<file path="config.mk">
export PLATFORM = sky130hd
export DESIGN_NAME = vcfg_unit
export DESIGN_NICKNAME = d
export VERILOG_FILES = /design/src/rtl/vcfg_pkg.sv /design/src/rtl/vcfg_decode.sv /design/src/rtl/vcfg_vlmax.sv /design/src/rtl/vcfg_vlsel.sv /design/src/rtl/vcfg_unit.sv
export SDC_FILE = /design/constraint.sdc
export NUM_CORES = 1
export LEC_CHECK = 0
export BUFFER_PORTS_ARGS = -buffer_cell sky130_fd_sc_hd__buf_2
export CELL_PAD_IN_SITES_DETAIL_PLACEMENT = 1
export CELL_PAD_IN_SITES_GLOBAL_PLACEMENT = 1
export CORE_MARGIN = 2
export CORE_UTILIZATION = 31
export CTS_BUF_LIST = sky130_fd_sc_hd__clkbuf_2 sky130_fd_sc_hd__clkbuf_4 sky130_fd_sc_hd__clkbuf_8
export CTS_CLUSTER_SIZE = 40
export DETAILED_ROUTE_END_ITERATION = 7
export PLACE_DENSITY_LB_ADDON = 0.08
export RECOVER_POWER = 50
export SYNTH_ARGS = -nofsm -noshare
export SYNTH_HDL_FRONTEND = slang
export SYNTH_SLANG_ARGS = --single-unit
</file>
<file path="constraint.sdc">
create_clock -name clk -period 4.9 [get_ports clk]
set_input_delay 0.49 -clock clk [delete_from_list [all_inputs] [get_ports clk]]
set_output_delay 0.49 -clock clk [all_outputs]
set_load 0.05 [all_outputs]
</file>
<file path="src/rtl/vcfg_pkg.sv">
package vcfg_pkg;

  // Instruction fields shared by both configuration forms
  localparam logic [6:0] OP_VECTOR   = 7'b1010111;
  localparam logic [2:0] F3_CONFIG   = 3'b111;
  localparam logic [6:0] F7_REG_FORM = 7'b1000000;

  typedef enum logic [1:0] {
    FORM_NONE = 2'd0,
    FORM_IMM  = 2'd1,
    FORM_REG  = 2'd2
  } cfg_form_e;

  typedef struct packed {
    cfg_form_e   form;
    logic [4:0]  rd;
    logic [4:0]  rs1;
    logic [10:0] zimm;
  } cfg_dec_t;

endpackage

</file>
<file path="src/rtl/vcfg_decode.sv">
module vcfg_decode
  import vcfg_pkg::*;
(
  input  logic [31:0] instr_i,
  output cfg_dec_t    dec_o
);

  logic common_ok;
  logic imm_hit;
  logic reg_hit;

  always_comb begin
    common_ok = (instr_i[6:0] == OP_VECTOR) && (instr_i[14:12] == F3_CONFIG);
    imm_hit   = common_ok && !instr_i[31];
    reg_hit   = common_ok && (instr_i[31:25] == F7_REG_FORM);
    dec_o.rd   = instr_i[11:7];
    dec_o.rs1  = instr_i[19:15];
    dec_o.zimm = instr_i[30:20];
    if (imm_hit)      dec_o.form = FORM_IMM;
    else if (reg_hit) dec_o.form = FORM_REG;
    else              dec_o.form = FORM_NONE;
  end

endmodule

</file>
<file path="src/rtl/vcfg_vlmax.sv">
module vcfg_vlmax #(
  parameter int VLEN = 128,
  parameter int ELEN = 64,
  localparam int VL_W = $clog2(VLEN) + 1
) (
  input  logic [2:0]      sew_i,
  input  logic [1:0]      lmul_i,
  input  logic            top_bit_i,
  output logic            legal_o,
  output logic [VL_W-1:0] vlmax_o
);

  localparam int PW = $clog2(VLEN) + 4;

  logic [7:0]    width_ok;
  logic [PW-1:0] scaled;
  logic [PW-1:0] shifted;
  logic [3:0]    shamt;

  // one legality bit per width code, fixed at elaboration
  for (genvar g = 0; g < 8; g++) begin : g_width
    localparam int WBITS = 8 << g;
    assign width_ok[g] = (WBITS <= ELEN);
  end

  always_comb begin
    shamt   = {1'b0, sew_i} + 4'd3;
    scaled  = PW'(VLEN) << lmul_i;
    shifted = scaled >> shamt;
    vlmax_o = shifted[VL_W-1:0];
    legal_o = width_ok[sew_i] && !top_bit_i;
  end

endmodule

</file>
<file path="src/rtl/vcfg_vlsel.sv">
module vcfg_vlsel #(
  parameter int XLEN = 32,
  parameter int VL_W = 8
) (
  input  logic [XLEN-1:0] avl_i,
  input  logic            rs1_zero_i,
  input  logic [VL_W-1:0] vlmax_i,
  input  logic            legal_i,
  output logic [VL_W-1:0] vl_o
);

  logic take_max;

  always_comb begin
    take_max = rs1_zero_i || (avl_i == '0) || (avl_i > XLEN'(vlmax_i));
    if (!legal_i)      vl_o = '0;
    else if (take_max) vl_o = vlmax_i;
    else               vl_o = avl_i[VL_W-1:0];
  end

endmodule

</file>
<file path="src/rtl/vcfg_unit.sv">
module vcfg_unit
  import vcfg_pkg::*;
#(
  parameter int XLEN = 32,
  parameter int VLEN = 128,
  parameter int ELEN = 64
) (
  input  logic                   clk,
  input  logic                   rst,
  input  logic                   cfg_valid_i,
  input  logic [31:0]            cfg_instr_i,
  input  logic [XLEN-1:0]        cfg_avl_i,
  input  logic [XLEN-1:0]        cfg_rs2_i,
  input  logic                   vstart_we_i,
  input  logic [$clog2(VLEN):0]  vstart_wdata_i,
  output logic                   cfg_done_o,
  output logic                   cfg_undecoded_o,
  output logic [XLEN-1:0]        rd_value_o,
  output logic [4:0]             rd_idx_o,
  output logic [$clog2(VLEN):0]  vl_o,
  output logic [$clog2(VLEN):0]  vstart_o,
  output logic [XLEN-1:0]        vtype_o,
  output logic                   vill_o,
  output logic [2:0]             sew_o,
  output logic [1:0]             lmul_o,
  output logic                   vl_is_max_o
);

  localparam int VL_W = $clog2(VLEN) + 1;
  localparam logic [XLEN-1:0] VTYPE_ILL = {1'b1, {(XLEN-1){1'b0}}};
  localparam logic [VL_W-1:0] RST_VLMAX = VL_W'(VLEN / 8);

  cfg_dec_t        dec;
  logic [XLEN-1:0] vtype_req;
  logic            req_legal;
  logic [VL_W-1:0] req_vlmax;
  logic [VL_W-1:0] new_vl;
  logic            go;

  logic [VL_W-1:0] vl_q, vstart_q, vlmax_q;
  logic [XLEN-1:0] vtype_q, rd_q;
  logic [4:0]      rd_idx_q;
  logic            done_q, undec_q;

  vcfg_decode u_dec (
    .instr_i (cfg_instr_i),
    .dec_o   (dec)
  );

  always_comb begin
    vtype_req = (dec.form == FORM_IMM) ? XLEN'(dec.zimm) : cfg_rs2_i;
    go        = cfg_valid_i && (dec.form != FORM_NONE);
  end

  vcfg_vlmax #(.VLEN(VLEN), .ELEN(ELEN)) u_vlmax (
    .sew_i     (vtype_req[4:2]),
    .lmul_i    (vtype_req[1:0]),
    .top_bit_i (vtype_req[XLEN-1]),
    .legal_o   (req_legal),
    .vlmax_o   (req_vlmax)
  );

  vcfg_vlsel #(.XLEN(XLEN), .VL_W(VL_W)) u_vlsel (
    .avl_i      (cfg_avl_i),
    .rs1_zero_i (dec.rs1 == 5'd0),
    .vlmax_i    (req_vlmax),
    .legal_i    (req_legal),
    .vl_o       (new_vl)
  );

  always_ff @(posedge clk) begin
    if (rst) begin
      vl_q     <= '0;
      vstart_q <= '0;
      vlmax_q  <= RST_VLMAX;
      vtype_q  <= VTYPE_ILL;
      rd_q     <= '0;
      rd_idx_q <= '0;
      done_q   <= 1'b0;
      undec_q  <= 1'b0;
    end else begin
      done_q  <= go;
      undec_q <= cfg_valid_i && (dec.form == FORM_NONE);
      if (go) begin
        vl_q     <= new_vl;
        vlmax_q  <= req_vlmax;
        vtype_q  <= req_legal ? vtype_req : VTYPE_ILL;
        rd_q     <= XLEN'(new_vl);
        rd_idx_q <= dec.rd;
      end
      // a legal configuration restarts element indexing
      if (go && req_legal)   vstart_q <= '0;
      else if (vstart_we_i)  vstart_q <= vstart_wdata_i;
    end
  end

  always_comb begin
    cfg_done_o      = done_q;
    cfg_undecoded_o = undec_q;
    rd_value_o      = rd_q;
    rd_idx_o        = rd_idx_q;
    vl_o            = vl_q;
    vstart_o        = vstart_q;
    vtype_o         = vtype_q;
    vill_o          = vtype_q[XLEN-1];
    sew_o           = vtype_q[4:2];
    lmul_o          = vtype_q[1:0];
    vl_is_max_o     = !vtype_q[XLEN-1] && (vstart_q == '0) && (vl_q == vlmax_q);
  end

  // an undecoded word leaves the length and type untouched
  a_r3_undecoded_holds: assert property (@(posedge clk) disable iff (rst)
    undec_q |-> ($stable(vl_q) && $stable(vtype_q) && $stable(rd_q)));

  // at most one strobe per cycle
  a_r7_one_strobe: assert property (@(posedge clk) disable iff (rst)
    $onehot0({done_q, undec_q}));

  // a legal length never exceeds the cap of its type
  a_r5_vl_capped: assert property (@(posedge clk) disable iff (rst)
    !vtype_q[XLEN-1] |-> (vl_q <= vlmax_q));

  // the illegal state always carries a zero length
  a_r6_illegal_zero: assert property (@(posedge clk) disable iff (rst)
    vtype_q[XLEN-1] |-> (vl_q == '0));

  // the returned value matches the stored length on completion
  a_r7_rd_matches: assert property (@(posedge clk) disable iff (rst)
    done_q |-> (rd_q == XLEN'(vl_q)));

  // a legal completion leaves the start index cleared
  a_r7_vstart_clear: assert property (@(posedge clk) disable iff (rst)
    (done_q && !vtype_q[XLEN-1]) |-> (vstart_q == '0));

endmodule

</file>
==> flow_summary.ini, run 1 <==
[status]
outcome = complete, no violations

[timing]
fin_setup_tns_ps = 0
hold_violations = 0
fin_crit_sh_pct = 78.4
setup_ws_ps = 1060
max_freq_ghz = 0.260
rsz0062_at_grt = false
maxSlewHeadroom_pct = 27.4
period_needed_ps = 3840
slew_violations = 0
finClkSkew_ps = 0
worst_pin_slew_ps = 1080
finalSetupViolCount = 0

[worst_setup_path]
cp.depth = 15
endpoint = rd_value_o[4]
worst_r2r_path_depth = 1
reg2reg_from = vlmax_q[4]
worstSetupStartpointType = primary input
worst_path_most_repeated_cell = nand2_1
worstPathMaxFanout = 13
path_cells = buf_2, nand4b_1, or4_1, mux2_2, nand2_1, nor2_1, inv_1, ha_1, and4_1, a21oi_1, nand2_1, a2111oi_4, a22oi_4, mux2_4, o21ai_2
ff2ff_setup_slack_ps = 4200
arrival_ps = 4110
crit_path_end_kind = flop
cp_slowest_cell = or4_1
critical_path_class = in2reg
worstReg2RegEnd = vlmax_q[4]
critPathBufInv = 2
crit_required_ps = 5170
crit_path_max_incr_delay_ps = 730
crit_path_start = cfg_instr_i[3]
critical_path.top_delay_family = simple AND/OR/NAND/NOR gates

[pwr]
intPower_uw = 825
switching_power_uw = 344
power_switching_share_pct = 29.4
power_density_nw_per_um2 = 268
vdd_ir_drop_max_mv = 0.107
power_uw = 1170
seqPwrFrac_pct = 44.4
pwr-share-comb_pct = 15.3
clockPowerShare_pct = 40.3
p_leak_uw = 0.00189

[synthesis]
syn_avg_cell_area_um2 = 8.28
synth_most_common_cell = dfxtp_1
ys_types = 49
synth_top_area_share_pct = 36.9
synth_edf_count = 0
ys_top_cells_by_count = dfxtp_1 (63), nor2_1 (58), nand2_1 (50)
syn_area_um2 = 3420
synth_cells = 413
ys.flop_type = dfxtp_1
yosysWarnings = 0
synth-seq-cells = 63
yosys.area.top_type = dfxtp_1
synthArstFlopShare_pct = 0
synth_seq_area_share_pct = 36.9
synth_area_leaders = dfxtp_1 (37%), buf_4 (8.3%), nor2_1 (6.4%)

[layout]
insertedDiodeCount = 0
fillCellCount = 1402
drive_gt1_share_pct = 25.3
area_growth_pct = 27.3
post-route-util_pct = 40.4
finish.instance_area_um2 = 4360
fin_nets = 684

[global_route]
track_usage_pct = 17.4
gr-usage-met2_pct = 30.3
grt_pass1_vias = 3363
grt_antenna_before_repair = 0
grt_use_met1_pct = 21.7
grt_pass1_wl_um = 16300
grt.busiest_layer = met2
grt_overflow = 0
grt_max_degree = 50
use_met3_pct = 3.47

[drt]
wl_um = 10400
drcViolationCount = 0
drtPass1Iterations = 4
detail-route-antenna-nets = 0
vias_per_cell = 4.83
num_vias = 3448
drtIter0Drc = 90
wire_per_inst_um = 14.5

[clocking]
cts_tree = done
htree_num_levels = 3
cts_max_path_buffers = 2
cts.clk_slew.worst_paths_ps = 80
cts_hold_buffers = 0
root_buffer = clkbuf_8
clock_sink_count = 63
postCtsResizedCells = 0
worstSkewPairLatency_ps = 340
cts_setup_buffers = 0
cts_buffers = 9

[placed_design]
dp_hpwl_um = 8090
dp_slack_ps = 721
io_buffers = 177
place_area_um2 = 4230
gp_congestion = 0.850

[min_path]
hold_class = in2reg

[floorplan]
row_count = 38
io_pins = 202
start_util_pct = 31.7
dieArea_um2 = 11900
coreArea_um2 = 10800
die_w_um = 109
die_y_um = 109

[flow_run]
cap_viol_max_count = 0
==> sequential cells by signal, indices dropped and copies added (netlist names) <==
signal / cells
vtype_o: 32
rd_value_o: 8
vlmax_q: 8
vstart_o: 8
rd_idx_o: 5
cfg_done_o: 1
cfg_undecoded_o: 1
==> cells by family after synthesis <==
family                     synth area share (%)
AOI/OAI and AO/OA                          16.3
xor gates and xnor gates                   3.33
adders and majority gates                  2.56
buffers and inverters                      11.3
DFF                                        36.9
muxes                                      6.33
other                                     0.110
and+or+nand+nor                            23.1
==> per-layer routing <==
metal,up-vias,wire [µm]
met5,-,0
met4,0,96
met3,9,678
met2,115,4960
met1,1635,4650
li1,1689,-
==> power groups by stage <==
stage	Combinational [µW]	Sequential [µW]	Clock (µW)
final	179	519	471
after global placement	179	531	0
after detailed placement	181	531	0
after CTS	182	519	485
after floorplan	111	546	0
after global routing	195	519	508
==> worst min-delay path, stage by stage <==
cell and delay, ps:
buf_2 70, a22oi_1 50, nor2_1 70
==> stage by stage <==
step,instances,hold WS (ps)
after floorplan,436,448
after global placement,698,441
after detailed placement,698,450
after CTS,714,372
after global routing,714,384
final,714,383
==> worst min-delay path by stage <==
stage / from / to / cells past startpoint / slack, ps
after floorplan: vlmax_q[7] / vlmax_q[7] / 2 / 450
after global placement: rd_idx_o[2] / rd_idx_o[2] / 2 / 440
after detailed placement: rd_idx_o[4] / rd_idx_o[4] / 2 / 450
after CTS: cfg_instr_i[7] / rd_idx_o[0] / 3 / 370
after global routing: cfg_instr_i[11] / rd_idx_o[4] / 3 / 380
final: cfg_rs2_i[13] / vtype_o[13] / 3 / 380
==> layout by cell type, fill, tap and decap left out, types with 3 or more instances in the layout <==
master,count
buf_2,111
clkbuf_1,66
dfxtp_1,63
nor2_1,58
nand2_1,49
a21oi_1,34
a22oi_1,25
conb_1,24
mux2i_1,19
nor4_1,12
xor2_1,10
nor2b_1,10
clkbuf_8,10
inv_1,7
ha_1,7
or4_1,5
o21ai_1,5
clkinvlp_4,4
xnor2_1,3
nand2b_1,3
nand4_1,3
nor3_1,3
and2_1,3
o31ai_1,3
buf_4,3
==> layout make-up <==
cell class,instances,area (µm²),area share [%]
Clock buffer,10,138,3.16
Inverter,7,26.3,0.603
Sequential cell,63,1260,29.0
Timing Repair Buffer,180,826,19.0
Clock inverter,6,68.8,1.58
Tap cell,140,175,4.02
Multi-Input combinational cell,308,1860,42.7
Power figures use the tool's default switching activity.
==> run 2, diff against run 1 <==
Settings changed: CORE_UTILIZATION 31 to 28.
Clock period 4.9 ns to 3.1 ns, I/O delays scaled along.
==> run 2 against run 1 <==
  * Sequential cell count stayed put
  * Count of clock-buffer cells in the layout stayed put
  * Core utilization is 0.97 points lower
  * Combinational power is 80% higher
  * Non-clock buffer count is 27 higher
  * Setup slack worse by 1100 ps
  * First-iteration DRC count is 14% higher
  * Clock power is 50% higher
  * Critical path depth is 1 lower
  * Final area is 8.2% higher
  * Die area is 10% higher
  * Largest power group unchanged
  * Highest routed layer unchanged
==> flow_summary.ini, run 2 (same netlist as run 1, synthesis figures left out) <==
[global_route]
grt_antenna_before_repair = 0
grt_pass1_wl_um = 18000
grt_overflow = 0
grt_max_degree = 34
track_usage_pct = 17.4
grt_pass1_vias = 3640

[clocking]
cts_tree = done
cts_buffers = 9
cts_hold_buffers = 0
root_buffer = clkbuf_8
clock_sink_count = 63
cts_max_path_buffers = 2
htree_num_levels = 3
worstSkewPairLatency_ps = 330
cts.clk_slew.worst_paths_ps = 70

[worst_setup_path]
crit_path_max_incr_delay_ps = 400
arrival_ps = 3360
path_cells = buf_6, nand4b_1, buf_4, nor4_4, mux2i_4, mux2i_2, ha_1, nor2b_4, o2111ai_2, nand2_2, a2111oi_4, a22oi_4, mux2_4, o21ai_2
reg2reg_from = vlmax_q[4]
crit_path_start = cfg_instr_i[3]
crit_required_ps = 3360
worstSetupStartpointType = primary input
crit_path_end_kind = flop
worstPathMaxFanout = 8
critical_path_class = in2reg
cp_slowest_cell = mux2i_4

[timing]
worst_pin_slew_ps = 650
finClkSkew_ps = 0
maxSlewHeadroom_pct = 56.9
fin_crit_sh_pct = 99.9
max_freq_ghz = 0.323
period_needed_ps = 3100
finalSetupViolCount = 0
rsz0062_at_grt = true
hold_violations = 0
slew_violations = 0

[layout]
final_common_cell = buf_2
insertedDiodeCount = 0
final_cell_count_no_fill = 748
largest_reg_flops = 32
final_cell_mix = buf_2 (123), dfxtp_1 (63), nor2_1 (56)
fin_nets = 711
drive_gt1_share_pct = 34.1
post-route-util_pct = 39.4
fillCellCount = 1509
area_growth_pct = 37.7

[drt]
drtPass1Iterations = 4
vias_per_cell = 4.67
drcViolationCount = 0
num_vias = 3491
drtIter0Drc = 103
detail-route-antenna-nets = 0
wire_per_inst_um = 15.2
wl_um = 11300

[floorplan]
dieArea_um2 = 13100
io_pins = 202
coreArea_um2 = 12000
row_count = 40
die_w_um = 115
start_util_pct = 28.6
die_y_um = 115

[pwr]
p_leak_uw = 0.00212
power_uw = 1850
vdd_ir_drop_max_mv = 0.172
power_density_nw_per_um2 = 393

[status]
outcome = complete, no violations

[min_path]
min_from = cfg_instr_i[9]
hold_class = in2reg

[flow_run]
cap_viol_max_count = 0

[placed_design]
gp_congestion = 0.861
io_buffers = 177
dpl.cell_count = 726
dp_hpwl_um = 9010
## run 2: timing repair
item	CTS	global route
pin swaps	11	6
buffers inserted	6	0
setup endpoints to repair	6	8
resized for setup	17	6
## run 2: per-layer routing
layer	wire [µm]	global-route usage [%]
met1	4910	20.6
met3	661	5.40
met4	123	4.88
met2	5650	30.3
met5	0	0
## run 2: layout make-up
type / count / area, µm² / area share, %
multi-input cells: 308 / 1990 / 42.2
flip-flops and latches: 63 / 1260 / 26.8
repair buffers: 207 / 1060 / 22.5
well taps: 147 / 184 / 3.90
clock buffers: 10 / 131 / 2.79
clock inverters: 6 / 61.3 / 1.30
inverters: 7 / 26.3 / 0.558
## run 2: final timing paths
check                   to  slack (ps)  cells after the start
max reg2reg     vlmax_q[4]        2400                      1
max          rd_value_o[4]           2                     14
min reg2reg    rd_idx_o[2]         460                      2
min            rd_idx_o[2]         210                      3
## run 2: through the flow
step	worst slack (ps)	hold slack, ps	cell area, µm²	setup TNS [ps]
after floorplan	-304	446	3540	-1440
after global placement	-368	441	4430	-2280
after detailed placement	-478	448	4430	-3040
after CTS	-75.7	191	4750	-131
after global routing	-169	192	4710	-686
final	1.92	212	4710	0
## run 2: critical path, delay by kind of cell
kind	cells	cell delay (ps)
multiplexers	3	1030
buffers and inverters	2	270
AO/OA/AOI/OAI	4	780
AND/OR/NAND/NOR	4	690
adder cells (fa/ha/maj)	1	280
## run 2: report_power, final
group / switching (µW) / leakage (µW) / internal [µW]
combinational: 205 / 0.00151 / 118
clock: 330 / 0.0000994 / 378
sequential: 4.85 / 0.000509 / 816
total: 540 / 0.00212 / 1310
==> run 3, diff against run 2 <==
Settings changed: CORE_MARGIN 2 to default, CTS_CLUSTER_DIAMETER from default to 150, SETUP_SLACK_MARGIN from default to 0.15.
==> run 3 against run 2 <==
  * Combinational power rose by 4%
  * Sequential share of layout area down 0.84 points
  * Highest routed layer unchanged
  * Die area down 3.5%
  * Clock skew stayed put
  * Register-to-register slack barely moved
  * Sequential power about the same
==> flow_summary.ini, run 3 (same netlist as run 1, synthesis figures left out) <==
[status]
outcome = complete, no violations

[pwr]
power_uw = 1900
power_density_nw_per_um2 = 390
p_leak_uw = 0.00214
vdd_ir_drop_max_mv = 0.182

[drt]
drtPass1Iterations = 4
wire_per_inst_um = 15.2
detail-route-antenna-nets = 0
drtIter0Drc = 109
vias_per_cell = 4.72
num_vias = 3571
drcViolationCount = 0
wl_um = 11500

[timing]
setup_ws_ps = 35.9
finalSetupViolCount = 0
fin_setup_tns_ps = 0
worst_pin_slew_ps = 648
rsz0062_at_grt = true
maxSlewHeadroom_pct = 57.0
finClkSkew_ps = 0
slew_violations = 0
hold_violations = 0
whs_ps = 202
max_freq_ghz = 0.326
fin_crit_sh_pct = 98.8
period_needed_ps = 3060

[layout]
insertedDiodeCount = 0
final_common_cell = buf_2
fillCellCount = 1505
drive_gt1_share_pct = 34.5
seqCellArea_um2 = 1260
fin_nets = 719
multi_input_area_um2 = 2060
largest_reg_flops = 32
final_cell_count_no_fill = 756
area_growth_pct = 42.2
final_cell_mix = buf_2 (113), dfxtp_1 (63), clkbuf_1 (63)

[floorplan]
start_util_pct = 28.6
coreArea_um2 = 12000
row_count = 40
die_w_um = 113
dieArea_um2 = 12700
die_y_um = 113
io_pins = 202

[clocking]
cts_max_path_buffers = 2
root_buffer = clkbuf_8
cts_hold_buffers = 0
cts.clk_slew.worst_paths_ps = 80
worstSkewPairLatency_ps = 340
cts_tree = done
htree_num_levels = 3
clock_sink_count = 63
cts_buffers = 9

[flow_run]
cap_viol_max_count = 0

[global_route]
grt_overflow = 0
grt_max_degree = 34
grt_pass1_vias = 3682
grt_antenna_before_repair = 0
track_usage_pct = 18.2
grt_pass1_wl_um = 18300

[placed_design]
dp_slack_ps = -540
gp_congestion = 0.826
dp_hpwl_um = 9000
dpl.cell_count = 727
io_buffers = 177

[worst_setup_path]
critical_path_class = in2reg
crit_path_end_kind = flop
crit_required_ps = 3310
arrival_ps = 3270
worstSetupStartpointType = primary input
ff2ff_setup_slack_ps = 2400
worstPathMaxFanout = 6

[min_path]
hold_class = in2reg
[run 3: per-stage QoR]
stage	utilization (%)	area (µm²)
2_1_floorplan	-	3540
3_3_place_gp	37.1	4440
3_5_place_dp	37.1	4440
4_1_cts	40.5	4840
5_1_grt	40.7	4860
6_report	40.7	4860
[run 3: layout make-up]
cell class                 count  share of cell area (%)
inverter                       7                   0.540
sequential                    63                    25.9
timing repair buffer         215                    23.1
clock inverter                 6                    1.41
multi-input combinational    308                    42.4
clock buffer                  10                    2.83
tap                          147                    3.78
[run 3: timing repair]
item	CTS	global route
setup buffers	9	4
endpoints found under the setup margin	8	8
pin swaps	15	4
gates cloned	0	0
gates resized for setup	24	12
[run 3: per-layer routing]
| layer | global-route usage (%) | routed length (µm) | vias to the layer above |
|---|---|---|---|
| li1 | - | - | 1754 |
| met1 | 21.6 | 5090 | 1683 |
| met2 | 33.0 | 5630 | 117 |
| met3 | 3.40 | 563 | 17 |
| met4 | 6.04 | 197 | 0 |
| met5 | 0 | 0 | - |
[run 3: critical path, cell delays in order]
cell	delay, ps
buf_6	90
nand4b_1	180
buf_4	170
nor4_4	240
mux2i_4	400
nand2_2	140
nor2_4	140
inv_2	50
ha_4	260
and4_4	260
o2111ai_4	110
nand2_2	110
a2111oi_4	50
a22oi_4	350
buf_12	150
mux2i_1	190
o21ai_1	80
[run 3: final timing paths]
check,start,to,cells past startpoint
setup / recovery,cfg_instr_i[3],rd_value_o[7],17
hold / removal,cfg_instr_i[9],rd_idx_o[2],3
setup reg to reg,vlmax_q[4],vlmax_q[4],1
hold reg to reg,rd_idx_o[4],rd_idx_o[4],2
[run 3: report_power, final]
group / internal, µW / switching (µW) / leakage (µW)
Clock: 397 / 341 / 0.000103
Combinational: 124 / 214 / 0.00152
Sequential: 816 / 4.80 / 0.000509
Total: 1340 / 559 / 0.00214
